File: config.mk
export PLATFORM = sky130hd
export DESIGN_NAME = way_partition_regs
export DESIGN_NICKNAME = d
export VERILOG_FILES = /design/src/rtl/way_partition_regs.sv
export SDC_FILE = /design/constraint.sdc
export NUM_CORES = 1
export LEC_CHECK = 0
export BUFFER_PORTS_ARGS = -buffer_cell sky130_fd_sc_hd__buf_2
export CAP_MARGIN = 0
export CORE_MARGIN = 2
export CORE_UTILIZATION = 55
export DETAILED_ROUTE_END_ITERATION = 10
export PLACE_DENSITY_LB_ADDON = 0.2
export SYNTH_ARGS = -nofsm -noshare
export SYNTH_HDL_FRONTEND = slang
export SYNTH_SLANG_ARGS = --single-unit
File: constraint.sdc
create_clock -name clk -period 3.7 [get_ports clk]
set_input_delay 0.185 -clock clk [delete_from_list [all_inputs] [get_ports clk]]
set_output_delay 0.185 -clock clk [all_outputs]
set_load 0.05 [all_outputs]
File: src/rtl/way_partition_regs.sv
module way_partition_regs #(
  parameter int NUM_CORES = 12,
  parameter int NUM_WAYS  = 6,
  localparam int WIW      = (NUM_WAYS > 1) ? $clog2(NUM_WAYS) : 1
) (
  input  logic                clk,
  input  logic                rst_n,
  input  logic                cfg_en,
  input  logic                cfg_wr,
  input  logic                cfg_hw,
  input  logic [3:0]          cfg_core,
  input  logic [7:0]          cfg_wdata,
  output logic                cfg_ack,
  output logic                cfg_err,
  output logic [7:0]          cfg_rdata,
  input  logic                alloc_hw,
  input  logic [3:0]          alloc_core,
  input  logic [NUM_WAYS-1:0] alloc_cand,
  output logic [NUM_WAYS-1:0] alloc_allow,
  output logic [WIW-1:0]      alloc_victim,
  output logic                alloc_none
);

  localparam logic [7:0] VALID8 = 8'((1 << NUM_WAYS) - 1);
  localparam int NWORDS = 5;

  logic [63:0] bank [0:NWORDS-1];

  logic [2:0] cw;
  logic [1:0] co;
  logic [7:0] cfield, masked;
  logic       bad_idx, full, refuse;

  assign cw      = cfg_hw ? 3'd4 : {1'b0, cfg_core[3:2]};
  assign co      = cfg_hw ? 2'd0 : cfg_core[1:0];
  assign cfield  = bank[cw][{co, 3'b000} +: 8];
  assign masked  = cfg_wdata & VALID8;
  assign bad_idx = !cfg_hw && ({1'b0, cfg_core} >= 5'(NUM_CORES));
  assign full    = cfg_wr && (masked == VALID8);
  assign refuse  = bad_idx || full;

  always_ff @(posedge clk or negedge rst_n) begin
    if (!rst_n) begin
      for (int i = 0; i < NWORDS; i++) bank[i] <= '0;
    end else if (cfg_en && cfg_wr && !refuse) begin
      bank[cw][{co, 3'b000} +: 8] <= masked;
    end
  end

  always_ff @(posedge clk or negedge rst_n) begin
    if (!rst_n) begin
      cfg_ack   <= 1'b0;
      cfg_err   <= 1'b0;
      cfg_rdata <= '0;
    end else begin
      cfg_ack   <= cfg_en;
      cfg_err   <= cfg_en && refuse;
      cfg_rdata <= (cfg_en && !cfg_wr && !refuse) ? cfield : 8'h00;
    end
  end

  logic [2:0] aw;
  logic [1:0] ao;
  logic [7:0] afield;

  assign aw          = alloc_hw ? 3'd4 : {1'b0, alloc_core[3:2]};
  assign ao          = alloc_hw ? 2'd0 : alloc_core[1:0];
  assign afield      = bank[aw][{ao, 3'b000} +: 8];
  assign alloc_allow = alloc_cand & ~afield[NUM_WAYS-1:0];
  assign alloc_none  = (alloc_allow == '0);

  always_comb begin
    alloc_victim = '0;
    for (int i = NUM_WAYS - 1; i >= 0; i--)
      if (alloc_allow[i]) alloc_victim = WIW'(i);
  end

endmodule

# After elaboration in Yosys (flattened, before gate mapping)
# Index checks and enable logic that the tools add are counted.
# totals
register_bits,330
inputBits,28
output_inout_bits,20
wordCells,55
# op_classes
n_addsub,1
n_lt_le_gt_ge,4
n_eq_ne,1
shifts,4
mux,20
bitwise_logic,4
reduce_logical,13
# ops
cell,n
binary-select mux 64 bit (select 3 bit),2
bitwise mux 320 bit,1
2-to-1 mux 64 bit,5
demux 64 bit (select 3 bit),1
"variable shift 8 x 7 -> 64 bit, first input constant",1
variable part select 64 x 6 -> 6 bit,1
variable part select 64 x 6 -> 8 bit,1
variable part select 8 x 7 -> 64 bit,1
2-to-1 mux 3 bit,8
">= comparator 4 bit, second input constant",3
logical AND 1 bit,8
2-to-1 mux 8 bit,1
inverter 3 -> 4 bit,2
negator 5 -> 7 bit,1
AND 6 bit,1
"== test 6 bit, second input constant",1
zero test 6 bit,1
inverter 6 bit,1
"< comparator 4 x 1 -> 1 bit, second input constant",1
2-to-1 mux 2 bit,2
zero test 1 bit,3
logical OR 1 bit,1

# Logic depth before layout (Yosys ltp)
# logic_depth
word_depth,14
mapped_depth,11

# Worst setup path after synthesis
# No wires, ideal clock.
# synth_timing
kind,input -> output
from,input alloc_hw
to,output alloc_victim[2]
arrival_time_ps,2859
t_required_ps,3515
path_slack_ps,656
stages,9
path_cell_list,buf_6 -> nand2b_4 -> buf_12 -> mux4_2 -> nand2_1 -> nand2_1 -> o22ai_1 -> nand2b_1 -> nor3b_2
# synth_rtl
element,line_no,rtl
start: declaration,16,"input logic alloc_hw,"
2-to-1 mux 3 bit,66,"assign aw = alloc_hw ? 3'd4 : {1'b0, alloc_core[3:2]};"
inverter 3 -> 4 bit (not written as such),68,"assign afield = bank[aw][{ao, 3'b000} +: 8];"
binary-select mux 64 bit (select 3 bit),68,
2-to-1 mux 64 bit (not written as such) (2 in series),68,
variable part select 64 x 6 -> 6 bit (*),68,
inverter 6 bit (*),69,assign alloc_allow = alloc_cand & ~afield[NUM_WAYS-1:0];
AND 6 bit (*),69,
via alloc_allow[4],19,"output logic [NUM_WAYS-1:0] alloc_allow,"
2-to-1 mux 3 bit (*) (5 in series),75,if (alloc_allow[i]) alloc_victim = WIW'(i);
end: declaration,20,"output logic [WIW-1:0] alloc_victim,"
# The timed path passes the listed nets; every way through them passes the cells marked *. The select of a mux whose other input is x is not followed.

# Worst setup path in the final report
# layout_timing
from,input alloc_core[2]
to,output alloc_victim[0]
# layout_between
elab_chain_len,14
# layout_rtl
element,line_no,rtl
start: declaration,17,"input logic [3:0] alloc_core,"
2-to-1 mux 3 bit (*),66,
inverter 3 -> 4 bit (not written as such) (*),68,
binary-select mux 64 bit (select 3 bit) (*),68,
2-to-1 mux 64 bit (not written as such) (*) (2 in series),68,
variable part select 64 x 6 -> 6 bit (*),68,
inverter 6 bit (*),69,
AND 6 bit (*),69,
2-to-1 mux 3 bit (5 in series),75,
2-to-1 mux 3 bit (*),75,
# Mark *: on every way between the ends. The rest lies on a longest branch, timed or not. The select of a mux whose other input is x is not followed.

==> results.sh <==
export IMPL_tightest_slew_ps=842
export IMPL_finalMaxSlewViolations=0
export IMPL_tns_ps=0
export IMPL_vdd_drop_max_mv=0.430
export IMPL_crit_path_top_delay_cell="a221oi_1"
export IMPL_synth_async_reset_ratio=1.00
export IMPL_yosys_register_bits=111
export IMPL_final_hold_violation_count=0
export IMPL_rrSetupSlack_ps=1630
export IMPL_ys_types=54
export IMPL_path_delay_family="compound AO/OA/AOI/OAI gates"
export IMPL_crit_top_cell="buf_2"
export IMPL_skew_ps=8.37
export IMPL_grt_max_degree=68
export IMPL_cts_tree="done"
export IMPL_yosysTopAreaCell="dfrtp_1"
export IMPL_worstPathCellList="buf_2, nand2b_4, mux2_2, o221a_2, a221oi_1, o21ai_1, o22ai_1, buf_2"
export IMPL_fp_dieH_um=111
export IMPL_die_area_sq_um=12200
export IMPL_dp_hpwl_um=11900
export IMPL_grt_use_total=0.289
export IMPL_wirelength_um=17400
export IMPL_cp_required_ps=3510
export IMPL_remaining_drc_errors=0
export IMPL_status="completed"
export IMPL_syn_area_per_cell_sq_um=10.7
export IMPL_core_rowCount=38
export IMPL_relSlewSlack=0.438
export IMPL_period_needed_ps=2870
export IMPL_syn2layout_area_growth_pct=8.31
export IMPL_synth_enable_flop_cells=0
export IMPL_numCtsBuffers=9
export IMPL_p_int_w=0.00198
export IMPL_syn_nets=617
export IMPL_overflow=0
export IMPL_fillCellCount=898
export IMPL_synth_cells=584
export IMPL_cts_sinks=111
export IMPL_critPathBufInv=2
export IMPL_diodes=0
export IMPL_mostFrequentLayoutCell="dfrtp_1"
export IMPL_detail_route_first_pass_iterations=6
export IMPL_clk_pin_slew_worst_paths_ps=70
export IMPL_switching_share=0.273
export IMPL_antenna_left=0
export IMPL_hold_start="cfg_wdata[4]"
export IMPL_combPwrFrac=0.152
export IMPL_nets=629
export IMPL_coreArea_sq_um=11000
export IMPL_synth_area_top_cells="dfrtp_1 44%, mux2_2 18%, mux4_2 3.6%, nand2_1 3.5%, clkbuf_1 2.5%"
export IMPL_whs_path_depth=3
export IMPL_hold_end="bank[4]$_DFFE_PN0P_"
export IMPL_grt_pass1_vias=4822
export IMPL_vias=4833
export IMPL_fmax_mhz=349
export IMPL_insertion_delay_ps=360
export IMPL_synthFlopType="dfrtp_1"
export IMPL_startpoint_type="input pin"
export IMPL_yosys_area_top_type_share=0.445
export IMPL_dieWidth_um=111
export IMPL_grt_setup_unrepaired="no"
export IMPL_netlist_area_sq_um=6250
export IMPL_r2r_end="cfg_rdata[4]$_DFF_PN0_"
export IMPL_cellLeakagePower_nw=3.20
export IMPL_cts_buffer_depth=2
export IMPL_worstSetupPathType="input pin to output port"
export IMPL_gp_congestion=0.947
export IMPL_htree_levels=3
export IMPL_io_pins=48
export IMPL_start_util=0.569
export IMPL_power_switching_w=0.000746
export IMPL_cts_root_buffer="clkbuf_16"
export IMPL_cp_max_fo=29
export IMPL_layout_drive_gt1_share=0.331
export IMPL_via_per_inst=6.52
export IMPL_period_share=0.775
export IMPL_dpl_worst_slack_ps=902
export IMPL_r2r_cells=7
export IMPL_p_clk_frac=0.377
export IMPL_port_buffers=45
export IMPL_end_kind="output port"
export IMPL_synth_yosys_seq_area_share=0.445
export IMPL_mostFrequentLayoutCells="111 x dfrtp_1, 99 x mux2_2, 59 x nand2_1"
export IMPL_yosys_warnings=0
export IMPL_wl_per_cell_um=23.4
export IMPL_seqPwrFrac=0.470
export IMPL_power_density_nw_per_um2=403
export IMPL_grt_pass1_wl_um=27200
export IMPL_antenna_found_initial=0
export IMPL_reg2reg_from="bank[68]$_DFFE_PN0P_"
export IMPL_worstPathArrival_ps=2680
export IMPL_fin_ws_ps=833
export IMPL_dr_first_iter_drc_count=387
export IMPL_cap_violations=0
export IMPL_finalSetupViolCount=0
export IMPL_holdCritPathClass="input pin to flop"
export IMPL_critPathMaxStageDelay_ps=500
-- worst max path at each step --
| stage | depth (start not counted) | from | endpoint |
|---|---|---|---|
| detailed placement | 8 | alloc_core[2] | alloc_victim[0] |
| CTS | 8 | alloc_core[2] | alloc_victim[0] |
| floorplan | 9 | alloc_hw | alloc_victim[2] |
| finish | 8 | alloc_core[2] | alloc_victim[0] |
| global route | 8 | alloc_core[2] | alloc_victim[0] |
| global placement | 8 | alloc_core[2] | alloc_victim[0] |
-- metrics by stage --
step | instances | hold WS (ps) | total power [W] | util | cell area [sq um]
2_1_floorplan | 584 | -111 | 0.00158 | - | 6250
3_3_place_gp | 723 | 327 | 0.00170 | 0.586 | 6440
3_5_place_dp | 723 | 328 | 0.00171 | 0.586 | 6440
4_1_cts | 741 | 122 | 0.00273 | 0.616 | 6770
5_1_grt | 741 | 153 | 0.00282 | 0.616 | 6770
6_report | 741 | 129 | 0.00273 | 0.616 | 6770
-- layout make-up --
type                            instances  area [sq um]  area share
Clock buffer                           12           236      0.0349
Clock inverter                          4          70.1      0.0104
Inverter                               10          37.5     0.00555
Multi-Input combinational cell        405          3130       0.463
Sequential cell                       111          2780       0.411
Tap cell                              140           175      0.0259
Timing Repair Buffer                   59           338      0.0499
-- flip-flops by register name, indices dropped and copies added (netlist names) --
signal	cells
cfg_rdata	7
bank	102
cfg_err	1
cfg_ack	1
-- cells by family after synthesis --
logic type / synth area share
buffers and inverters: 0.0541
other: 0.000600
adders and majority gates: 0.0100
muxes: 0.232
DFF: 0.445
and+or+nand+nor: 0.159
AOI/OAI and AO/OA: 0.100
-- cell usage after synthesis, types with 6 or more instances --
cell and count:
dfrtp_1 111, mux2_2 99, nand2_1 59, clkbuf_1 42
nor2_1 39, o21ai_0 20, and2_1 18, a21oi_1 14
o22ai_1 12, nor2b_1 11, mux4_2 10, nand2b_1 10
o221ai_1 10, inv_1 9, mux2i_1 8, nand3_1 8
nor2_2 8, nor3_1 8, a32oi_1 6, and3_1 6
buf_2 6, o211ai_1 6
-- worst reg2reg max path: cells and delay by family, from the launching register on --
family	cells	cell delay [ps]
AO/OA/AOI/OAI	4	1120
AND/OR/NAND/NOR	2	140
flip-flops	1	410
multiplexers	1	280
-- power groups by stage --
| stage | Combinational, W | Sequential (W) | Clock, W |
|---|---|---|---|
| 3_5_place_dp | 0.000407 | 0.00130 | 0 |
| 5_1_grt | 0.000444 | 0.00129 | 0.00109 |
| 4_1_cts | 0.000410 | 0.00128 | 0.00104 |
| 2_1_floorplan | 0.000268 | 0.00131 | 0 |
| 3_3_place_gp | 0.000401 | 0.00130 | 0 |
| 6_report | 0.000416 | 0.00128 | 0.00103 |
-- per-layer routing --
metal	GRT usage	vias up	wire (um)
li1	-	2106	-
met1	0.388	2388	7250
met2	0.449	283	8060
met3	0.0681	56	1400
met4	0.129	0	661
met5	0	-	0
-- what timing repair did --
action                                  in CTS  in global routing
gates resized for setup                      0                  0
endpoints found under the setup margin       0                  0
hold buffers                                 2                  0
setup buffers                                0                  0
hold endpoints to repair                    66                  0
No activity file was read; power rests on OpenSTA's default activity.
